[src/rtl/hsp_pkg.sv]
package hsp_pkg;

    // Bit positions of the host lines inside the synchronizer vector
    localparam int IDX_MOSI = 0;
    localparam int IDX_SSN  = 1;
    localparam int IDX_SCK  = 2;
    localparam int LINE_W   = 3;

    // Events seen in the system-clock domain, one cycle wide
    typedef struct packed {
        logic active;    // select is low
        logic start;     // select just fell
        logic stop;      // select just rose
        logic sck_rise;  // sampling edge inside a frame
        logic sck_fall;  // shifting edge inside a frame
        logic mosi;      // input bit aligned with sck_rise
    } link_ev_t;

    // Idle level of the lines: select high, clock and data low
    function automatic logic [LINE_W-1:0] idle_lines();
        logic [LINE_W-1:0] v;
        v = '0;
        v[IDX_SSN] = 1'b1;
        return v;
    endfunction

    function automatic link_ev_t decode_lines(input logic [LINE_W-1:0] cur,
                                              input logic [LINE_W-1:0] prev);
        link_ev_t e;
        e.active   = ~cur[IDX_SSN];
        e.start    = ~cur[IDX_SSN] &  prev[IDX_SSN];
        e.stop     =  cur[IDX_SSN] & ~prev[IDX_SSN];
        e.sck_rise = e.active & ~e.start &  cur[IDX_SCK] & ~prev[IDX_SCK];
        e.sck_fall = e.active & ~e.start & ~cur[IDX_SCK] &  prev[IDX_SCK];
        e.mosi     = cur[IDX_MOSI];
        return e;
    endfunction

endpackage

[src/rtl/hsp_sync.sv]
module hsp_sync #(
    parameter int WIDTH     = 3,
    parameter int STAGES    = 2,
    parameter logic [WIDTH-1:0] RST_VAL = '0
) (
    input  logic             clk,
    input  logic             rst,
    input  logic [WIDTH-1:0] din,
    output logic [WIDTH-1:0] cur_o,
    output logic [WIDTH-1:0] prev_o
);
    logic [WIDTH-1:0] chain [STAGES];
    logic [WIDTH-1:0] prev_q;

    always_ff @(posedge clk) begin
        if (rst) begin
            for (int s = 0; s < STAGES; s++) chain[s] <= RST_VAL;
            prev_q <= RST_VAL;
        end else begin
            chain[0] <= din;
            for (int s = 1; s < STAGES; s++) chain[s] <= chain[s-1];
            prev_q <= chain[STAGES-1];
        end
    end

    assign cur_o  = chain[STAGES-1];
    assign prev_o = prev_q;
endmodule

[src/rtl/hsp_rx_shift.sv]
module hsp_rx_shift
    import hsp_pkg::*;
#(
    parameter int BYTE_W = 8
) (
    input  logic              clk,
    input  logic              rst,
    input  link_ev_t          ev,
    output logic              rx_valid_o,
    output logic [BYTE_W-1:0] rx_byte_o,
    output logic              last_bit_o,
    output logic              rise_seen_o
);
    localparam int CNT_W   = $clog2(2 * BYTE_W);
    localparam logic [CNT_W-1:0] CNT_MAX = '1;

    logic [BYTE_W-1:0] sh_q;
    logic [CNT_W-1:0]  cnt_q;

    always_ff @(posedge clk) begin
        if (rst) begin
            sh_q       <= '0;
            cnt_q      <= '0;
            rx_valid_o <= 1'b0;
            rx_byte_o  <= '0;
        end else begin
            rx_valid_o <= 1'b0;
            if (ev.start) begin
                sh_q  <= '0;
                cnt_q <= '0;
            end else if (ev.sck_rise) begin
                sh_q <= {sh_q[BYTE_W-2:0], ev.mosi};
                if (cnt_q != CNT_MAX) cnt_q <= cnt_q + 1'b1;
            end
            if (ev.stop && cnt_q != '0) begin
                rx_valid_o <= 1'b1;
                rx_byte_o  <= sh_q;
            end
        end
    end

    assign last_bit_o  = sh_q[0];
    assign rise_seen_o = (cnt_q != '0);
endmodule

[src/rtl/hsp_tx_shift.sv]
module hsp_tx_shift
    import hsp_pkg::*;
#(
    parameter int BYTE_W = 8
) (
    input  logic              clk,
    input  logic              rst,
    input  link_ev_t          ev,
    input  logic [BYTE_W-1:0] tx_byte_i,
    input  logic              echo_bit_i,
    input  logic              rise_seen_i,
    output logic              miso_o,
    output logic              miso_oe_o
);
    logic [BYTE_W-1:0] sh_q;

    always_ff @(posedge clk) begin
        if (rst) begin
            sh_q      <= '0;
            miso_oe_o <= 1'b0;
        end else begin
            miso_oe_o <= ev.active;
            if (ev.start) begin
                sh_q <= tx_byte_i;
            end else if (ev.sck_fall && rise_seen_i) begin
                // refill from the receive side so the output echoes the input
                sh_q <= {sh_q[BYTE_W-2:0], echo_bit_i};
            end
        end
    end

    assign miso_o = sh_q[BYTE_W-1];
endmodule

[src/rtl/hsp_top.sv]
module hsp_top
    import hsp_pkg::*;
#(
    parameter int BYTE_W      = 8,
    parameter int SYNC_STAGES = 2
) (
    input  logic              clk,
    input  logic              rst,
    input  logic              sck_i,
    input  logic              ssn_i,
    input  logic              mosi_i,
    output logic              miso_o,
    output logic              miso_oe_o,
    input  logic [BYTE_W-1:0] tx_byte_i,
    output logic              rx_valid_o,
    output logic [BYTE_W-1:0] rx_byte_o
);
    logic [LINE_W-1:0] lines_raw;
    logic [LINE_W-1:0] lines_cur;
    logic [LINE_W-1:0] lines_prev;
    link_ev_t          ev;
    logic              echo_bit;
    logic              rise_seen;

    always_comb begin
        lines_raw           = '0;
        lines_raw[IDX_MOSI] = mosi_i;
        lines_raw[IDX_SSN]  = ssn_i;
        lines_raw[IDX_SCK]  = sck_i;
    end

    hsp_sync #(
        .WIDTH   (LINE_W),
        .STAGES  (SYNC_STAGES),
        .RST_VAL (idle_lines())
    ) u_sync (
        .clk    (clk),
        .rst    (rst),
        .din    (lines_raw),
        .cur_o  (lines_cur),
        .prev_o (lines_prev)
    );

    assign ev = decode_lines(lines_cur, lines_prev);

    hsp_rx_shift #(.BYTE_W(BYTE_W)) u_rx (
        .clk         (clk),
        .rst         (rst),
        .ev          (ev),
        .rx_valid_o  (rx_valid_o),
        .rx_byte_o   (rx_byte_o),
        .last_bit_o  (echo_bit),
        .rise_seen_o (rise_seen)
    );

    hsp_tx_shift #(.BYTE_W(BYTE_W)) u_tx (
        .clk         (clk),
        .rst         (rst),
        .ev          (ev),
        .tx_byte_i   (tx_byte_i),
        .echo_bit_i  (echo_bit),
        .rise_seen_i (rise_seen),
        .miso_o      (miso_o),
        .miso_oe_o   (miso_oe_o)
    );
endmodule

[config.mk]
export PLATFORM = sky130hd
export DESIGN_NAME = hsp_top
export DESIGN_NICKNAME = d
export VERILOG_FILES = /design/src/rtl/hsp_pkg.sv /design/src/rtl/hsp_sync.sv /design/src/rtl/hsp_rx_shift.sv /design/src/rtl/hsp_tx_shift.sv /design/src/rtl/hsp_top.sv
export SDC_FILE = /design/constraint.sdc
export NUM_CORES = 1
export LEC_CHECK = 0
export BUFFER_PORTS_ARGS = -buffer_cell sky130_fd_sc_hd__buf_2
export CELL_PAD_IN_SITES_DETAIL_PLACEMENT = 2
export CELL_PAD_IN_SITES_GLOBAL_PLACEMENT = 2
export CORE_AREA = 2 2 64 97
export DETAILED_ROUTE_END_ITERATION = 12
export DIE_AREA = 0 0 66 99
export PLACE_DENSITY = 0.75
export SLEW_MARGIN = 20
export SYNTH_ARGS = -nofsm -noshare
export SYNTH_HDL_FRONTEND = slang
export SYNTH_HIERARCHICAL = 1
export SYNTH_SLANG_ARGS = --single-unit
export TNS_END_PERCENT = 30
[constraint.sdc]
create_clock -name clk -period 2.1 [get_ports clk]
set_clock_uncertainty 0.15 [all_clocks]
set_input_delay 0.315 -clock clk [delete_from_list [all_inputs] [get_ports clk]]
set_output_delay 0.315 -clock clk [all_outputs]
set_load 0.005 [all_outputs]
# After elaboration in Yosys (flattened, before gate mapping)

Memories as Yosys holds them, arrays and structs flattened.
Index checks and enable logic that the tools add are counted.

Bits in registers: 33
Memory bits (writable): 6
Input bits: 13
Output and inout port bits: 11
Memories: 1

Memory list:

| name         | words | bits a word | read ports | clocked after memory_dff | wr ports | line           | text |
|---|---|---|---|---|---|---|---|
| u_sync.chain | 2     | 3           | 2          | 0                        | 2        | hsp_sync.sv:12 | `logic [WIDTH-1:0] chain [STAGES];` |

Add/sub/neg operators: 1
Equal/unequal tests: 1
Mux-type cells: 8
Bitwise gates (word level): 14
Reductions and logical operators: 6

Operator list:

| kind                                        | count |
|---|---|
| two-way mux 8 bit                           | 2 |
| bitwise AND 1 bit                           | 7 |
| two-way mux 3 bit                           | 2 |
| NOT 1 bit                                   | 5 |
| adder 4 x 1 -> 4 bit, second input constant | 1 |
| two-way mux 1 bit                           | 4 |
| != test 4 bit, second input constant        | 1 |
| nonzero test 4 bit                          | 1 |
| logical AND 1 bit                           | 2 |
| OR 1 bit                                    | 2 |
| AND reduction 2 bit                         | 1 |
| nonzero test 2 bit                          | 1 |
| OR reduction 2 bit                          | 1 |

# Longest topological paths before layout

Gate-level depths: netlist of run 1.

Depth after elaboration: 9
Mapped depth: 7

# Cells and area by module

The synthesis of run 1 kept the hierarchy.

Modules (own cells, without submodules):

| module       | instances | cells an instance | area each (sq um) |
|---|---|---|---|
| hsp_rx_shift | 1         | 91                | 919.6 |
| hsp_tx_shift | 1         | 44                | 455.4 |
| hsp_sync     | 1         | 21                | 259.0 |
| hsp_top      | 1         | 5                 | 38.8 |

# Worst setup path after synthesis of run 1

OpenSTA, ideal clock, no wires.

Path kind: register to register
From: memory u_sync.chain[1][1], in the netlist u_sync/chain[0][4]
To: register u_rx.sh_q[0]
Arrival: 1.572 ns
Data required time: 1.822 ns
Path slack: 0.250 ns
Cell stages (with the launch flop): 6
Period minus slack after synthesis: 1.850 ns
Path through: dfxtp_1 > buf_4 > nor4b_1 > buf_2 > mux2i_1 > nor2_1

RTL lines:

| item                 | line               | text |
|---|---|---|
| start, declared      | hsp_sync.sv:12     |  |
| end signal, assigned | hsp_rx_shift.sv:32 | `sh_q <= {sh_q[BYTE_W-2:0], ev.mosi};` |
| end, declared        | hsp_rx_shift.sv:17 | `logic [BYTE_W-1:0] sh_q;` |

# Worst setup path in the final report of run 1

From: register u_rx.cnt_q[0]
To: register u_rx.rx_valid_o

Word-level cells in the longest chain between the ends: 3

Ends and longest elaborated chain:

| item                   | line               | text |
|---|---|---|
| start, declared        | hsp_rx_shift.sv:18 | `logic [CNT_W-1:0] cnt_q;` |
| start signal, assigned | hsp_rx_shift.sv:33 | `if (cnt_q != CNT_MAX) cnt_q <= cnt_q + 1'b1;` |
| nonzero test 4 bit     | --                 |  |
| named net rise_seen    | hsp_top.sv:23      | `logic rise_seen;` |
| logical AND 1 bit      | hsp_rx_shift.sv:35 | `if (ev.stop && cnt_q != '0) begin` |
| two-way mux 1 bit      | hsp_rx_shift.sv:35 |  |
| end signal, assigned   | hsp_rx_shift.sv:24 | `rx_valid_o <= 1'b0;` |
| end signal, assigned   | hsp_rx_shift.sv:27 | `rx_valid_o <= 1'b0;` |
| end signal, assigned   | hsp_rx_shift.sv:36 | `rx_valid_o <= 1'b1;` |
| end, declared          | hsp_rx_shift.sv:9  | `output logic rx_valid_o,` |

The timed path passes the listed nets, and every way through them passes these cells.
A chain may end at the register's enable or synchronous reset.

==> results of run 1 <==
[metrics by stage]
step / power [mW] / cell area, um2 / cells / hold slack, ns / utilization, %
6_report: 1.290 / 1873 / 250 / 0.05998 / 32.86
4_1_cts: 1.319 / 1871 / 250 / 0.05003 / 32.81
3_3_place_gp: 0.8209 / 1788 / 244 / 0.2354 / 31.37
3_5_place_dp: 0.8242 / 1788 / 244 / 0.2507 / 31.37
5_1_grt: 1.357 / 1873 / 250 / 0.05999 / 32.86
2_1_floorplan: 0.7991 / 1647 / 159 / 0.2332 / -
[worst paths after layout]
path / start / to / slack, ns
hold / removal: ssn_i / u_sync/chain[0][1]$_SDFF_PP1_ / 0.06
hold reg to reg: u_sync/chain[0][1]$_SDFF_PP1_ / u_sync/chain[0][4]$_SDFF_PP1_ / 0.26
setup reg to reg: u_rx/cnt_q[0]$_SDFFE_PP0P_ / u_rx/rx_valid_o$_SDFF_PP0_ / 0.28
setup / recovery: u_rx/cnt_q[0]$_SDFFE_PP0P_ / u_rx/rx_valid_o$_SDFF_PP0_ / 0.28
[flip-flops by register name, indices dropped and copies added, names as in the netlist]
signal / cells
u_rx/rx_byte_o: 8
u_sync/prev_o: 2
u_tx/miso_oe_o: 1
u_rx/sh_q: 8
u_sync/chain: 6
u_tx/sh_q: 8
u_rx/rx_valid_o: 1
u_rx/cnt_q: 4
[area by class of cell]
| class | instances | area, um2 | area share (%) |
|---|---|---|---|
| multi-input combinational | 104 | 787.0 | 42.02 |
| sequential | 38 | 760.7 | 40.61 |
| clock buffer | 6 | 82.58 | 4.409 |
| timing repair buffer | 26 | 137.6 | 7.348 |
| inverter | 4 | 15.01 | 0.8016 |
| tap | 72 | 90.09 | 4.810 |
[repair_timing]
action	in CTS	in global routing
gates resized for setup	0	1
endpoints found under the setup margin	0	1
hold buffers	0	0
[layer usage]
| layer | vias up | track usage (%) | wire length, um |
|---|---|---|---|
| met5 | - | 0 | 0 |
| met4 | 0 | 5.651 | 68 |
| met3 | 6 | 3.082 | 143 |
| met2 | 27 | 21.06 | 1836 |
| met1 | 558 | 13.21 | 1536 |
| li1 | 598 | - | - |
[worst max-delay path, delay by kind of cell (launching register included)]
kind          cells  cell delay [ns]
buf+inv           2             0.27
fa+ha+maj         1             0.14
flops             1             0.34
simple gates      3             0.78
[power by group]
part	total (mW)	internal (mW)	switching [mW]
clock network	0.484	0.253	0.231
registers	0.742	0.735	0.00674
logic	0.0636	0.0303	0.0333
==> flow_summary.json, run 1 <==
{
  "critical_path.cell_chain": "inv_1 -> ha_1 -> or3b_4 -> buf_4 -> and2_4 -> nor2b_4",
  "wl_per_cell_um": 14.34,
  "grt_pass1_vias": 1285,
  "p_per_area_nw_per_um2": 688.8,
  "dp_slack_ns": 0.1684,
  "dp_hpwl_um": 2549,
  "path_clk_slew_ns": 0.07,
  "crit_type": "reg2reg",
  "gp_congestion": 0.6743,
  "slowest_delay_ns": 0.44,
  "dr.pass1.iters": 3,
  "synth_cells": 159,
  "end_kind": "flip-flop",
  "finalSetupViolCount": 0,
  "postRouteAntennaNets": 0,
  "die_w_um": 66,
  "initial_core_util_pct": 28.88,
  "area_growth_pct": 13.75,
  "drive_gt1_share_pct": 30.34,
  "io_buffers": 23,
  "root_buffer": "clkbuf_8",
  "drc": 0,
  "dieArea_um2": 6534,
  "arrival_ns": 1.82,
  "worst_r2r_path_depth": 6,
  "rows": 34,
  "status": "complete, no violations",
  "hold_viol": 0,
  "io_pins": 24,
  "cp_slowest_cell": "or3b_4",
  "ys.warnings.count": 6,
  "rsz0062_at_grt": "no",
  "track_usage_pct": 12.01,
  "report.final.slew_viol_count": 0,
  "final_common_cell": "dfxtp_1",
  "fin_ws_ns": 0.2843,
  "syn-cell-area_um2": 1647,
  "cp-start-kind": "flip-flop",
  "nets": 194,
  "cts.sinks": 38,
  "first_iter_violations": 51,
  "final_cell_mix": "dfxtp_1 (38), buf_2 (23), nor2_1 (12), nor2b_1 (12)",
  "crit_fanout": 11,
  "syn_nets": 174,
  "h-tree-depth": 2,
  "p_leak_nw": 0.6781,
  "fmax_mhz": 550.8,
  "vdd.ir_drop.worst_mv": 0.3096,
  "min_path_type": "in2reg",
  "maxCapViolCount": 0,
  "worstSkewPairLatency_ns": 0.28,
  "period_needed_ns": 1.816,
  "avgSynthCellArea_um2": 10.36,
  "clk_path_buf_depth": 2,
  "viasPerCell": 4.756,
  "numCtsBuffers": 5,
  "cts_tree": "built",
  "via_count": 1189,
  "die_y_um": 99,
  "fillCellCount": 677,
  "worst_pin_slew_ns": 0.5860,
  "insertedDiodeCount": 0,
  "slew_headroom_pct": 60.93,
  "grt_overflow_total": 0,
  "grt_pass1_wl_um": 6003,
  "hold_path_depth": 2,
  "crit_required_ns": 2.11,
  "post-route-period-util_pct": 86.46,
  "coreArea_um2": 5700,
  "antenna_found_initial": 0,
  "postCtsSetupBuffers": 0,
  "finalSetupTns_ns": 0,
  "grt_max_degree": 36,
  "wl_um": 3585
}
Power figures use the tool's default switching activity.
==> run 2, diff against run 1 <==
--- a/config.mk
+++ b/config.mk
@@ -12,9 +12,8 @@
 export DETAILED_ROUTE_END_ITERATION = 12
 export DIE_AREA = 0 0 66 99
 export PLACE_DENSITY = 0.75
-export SLEW_MARGIN = 20
+export RECOVER_POWER = 100
 export SYNTH_ARGS = -nofsm -noshare
 export SYNTH_HDL_FRONTEND = slang
 export SYNTH_HIERARCHICAL = 1
 export SYNTH_SLANG_ARGS = --single-unit
-export TNS_END_PERCENT = 30
==> run 2 against run 1 <==
Sequential power is essentially flat. Count of clock-buffer cells in the layout is the same. Critical path depth is the same. Largest cell class is now sequential cells. Critical endpoint unchanged. Worst setup slack lost 0.062 ns.
==> flow_summary.json, run 2 (synthesis results as in run 1) <==
{
  "register_area_um2": 760.7,
  "io_buffers": 23,
  "use_met1_pct": 13.21,
  "r2r_slack_ns": 0.22,
  "wl_per_cell_um": 14.37,
  "rows": 34,
  "dpl_cell_area_um2": 1788,
  "root_buffer": "clkbuf_8",
  "vdd.ir_drop.worst_mv": 0.3109,
  "grtUsageMet3_pct": 3.082,
  "sw_frac_of_total_pct": 20.93,
  "grt_busiest_layer": "met2",
  "via_count": 1200,
  "p_leak_nw": 0.6525,
  "postRouteAntennaNets": 0,
  "final_util_pct": 32.22,
  "path_clk_slew_ns": 0.07,
  "antenna_found_initial": 0,
  "postCtsSetupBuffers": 0,
  "cts.sinks": 38,
  "dp_hpwl_um": 2549,
  "period_needed_ns": 1.878,
  "post-route-period-util_pct": 89.42,
  "grt_pass1_wl_um": 6003,
  "finalSetupViolCount": 0,
  "p_switching_mw": 0.2695,
  "first_iter_violations": 56,
  "numCtsBuffers": 5,
  "dr.pass1.iters": 4,
  "hold_buffers": 0,
  "coreArea_um2": 5700,
  "hold_start": "ssn_i",
  "die_y_um": 99,
  "worstSkewPairLatency_ns": 0.28,
  "grt_pass1_vias": 1285,
  "crit_start": "u_rx/cnt_q[0]$_SDFFE_PP0P_",
  "dieArea_um2": 6534,
  "intPower_mw": 1.018,
  "largestRegisters": "u_rx/rx_byte_o: 8 flops, u_rx/sh_q: 8 flops, u_tx/sh_q: 8 flops",
  "die_w_um": 66,
  "maxCapViolCount": 0,
  "hold_viol": 0,
  "clk_path_buf_depth": 2,
  "worst_r2r_path_depth": 6,
  "report.final.slew_viol_count": 0,
  "crit_required_ns": 2.07,
  "nets": 194,
  "end_kind": "flip-flop",
  "final_common_cell": "dfxtp_1",
  "viasPerCell": 4.800,
  "area_growth_pct": 11.55,
  "crit_type": "reg2reg",
  "cts_tree": "built",
  "hold_path_depth": 2,
  "initial_core_util_pct": 28.88,
  "min_path_type": "in2reg",
  "crit_fanout": 11,
  "insertedDiodeCount": 0,
  "sequentialPowerShare_pct": 57.7,
  "grt_overflow_total": 0,
  "drive_gt1_share_pct": 25.28,
  "p_per_area_nw_per_um2": 700.8,
  "status": "complete, no violations",
  "final_cell_mix": "dfxtp_1 (38), buf_2 (19), nor2b_1 (13), nor2_1 (12)",
  "slew_headroom_pct": 15.53,
  "cp-start-kind": "flip-flop",
  "arrival_ns": 1.85,
  "track_usage_pct": 12.01,
  "p_clk_share_pct": 37.6,
  "wl_um": 3593,
  "h-tree-depth": 2,
  "final_area_um2": 1837,
  "worst_pin_slew_ns": 1.267,
  "holdPathEnd": "u_sync/chain[0][1]$_SDFF_PP1_",
  "grt_max_degree": 36,
  "drc": 0,
  "use_met2_pct": 21.06,
  "multi_input_area_um2": 758.2,
  "reg2reg_to": "u_rx/rx_valid_o$_SDFF_PP0_",
  "fillCellCount": 685,
  "r2r-start": "u_rx/cnt_q[0]$_SDFFE_PP0P_",
  "fmax_mhz": 532.5,
  "io_pins": 24,
  "comb_power_share_pct": 4.7,
  "rsz0062_at_grt": "no",
  "gp_congestion": 0.6743,
  "finalSetupTns_ns": 0
}
## run 2: changes by cell type in the layout (fill, tap and decap cells not counted)
cell / before / now
buf_4: 3 / 2
o21ai_2: 8 / 4
a2111oi_0: 0 / 5
nor2b_4: 1 / 0
clkbuf_2: 0 / 1
a2111oi_1: 7 / 2
clkbuf_1: 0 / 4
o21ai_0: 3 / 7
buf_2: 23 / 19
nor2b_1: 12 / 13
## run 2: worst max-delay path: stages (launching register included)
cell and delay (ns):
dfxtp_1 0.34, inv_1 0.08, ha_1 0.14, or3b_4 0.44
clkbuf_2 0.20, and2_4 0.22, nor2b_1 0.13
## run 2: worst max-delay path by stage
stage | endpoint | slack, ns | depth (start not counted)
global placement | u_tx/sh_q[5]$_SDFFE_PP0P_ | 0.23 | 5
CTS | u_tx/sh_q[5]$_SDFFE_PP0P_ | 0.15 | 5
finish | u_rx/rx_valid_o$_SDFF_PP0_ | 0.22 | 6
floorplan | u_rx/sh_q[0]$_SDFFE_PP0P_ | 0.25 | 5
global route | u_tx/sh_q[5]$_SDFFE_PP0P_ | 0.07 | 5
detailed placement | u_tx/sh_q[5]$_SDFFE_PP0P_ | 0.17 | 5
## run 2: repair_timing
item	in CTS	in global routing
gates resized for setup	0	1
hold endpoints to repair	0	0
endpoints found under the setup margin	0	1
## run 2: power groups by stage
stage / clock (mW) / sequential, mW / combinational, mW
detailed placement: 0 / 0.759 / 0.0652
floorplan: 0 / 0.756 / 0.0432
CTS: 0.511 / 0.742 / 0.0656
global route: 0.543 / 0.744 / 0.0686
finish: 0.484 / 0.742 / 0.0609
global placement: 0 / 0.758 / 0.0627
## run 2: area by class of cell
class                   instances  area share (%)
flip-flops and latches         38           41.42
multi-input cells             104           41.28
repair buffers                 26           7.084
inverters                       4          0.8174
well taps                      72           4.905
clock buffers                   6           4.496
## run 2: stage by stage
| stage | cells | total power [mW] | hold WS [ns] | worst slack [ns] |
|---|---|---|---|---|
| 6_report | 250 | 1.287 | 0.05892 | 0.2221 |
| 5_1_grt | 250 | 1.355 | 0.05999 | 0.07222 |
| 4_1_cts | 250 | 1.319 | 0.05003 | 0.1493 |
| 3_5_place_dp | 244 | 0.8242 | 0.2507 | 0.1684 |
| 3_3_place_gp | 244 | 0.8209 | 0.2354 | 0.2298 |
| 2_1_floorplan | 159 | 0.7991 | 0.2332 | 0.2503 |
## run 2: routing by layer
layer  share of wire (%)  vias up  wire [um]
li1                    -      596          -
met1                  42      571       1509
met2                  52       27       1880
met3                 3.8        6        136
met4                 1.9        0         68
met5                   0        -          0
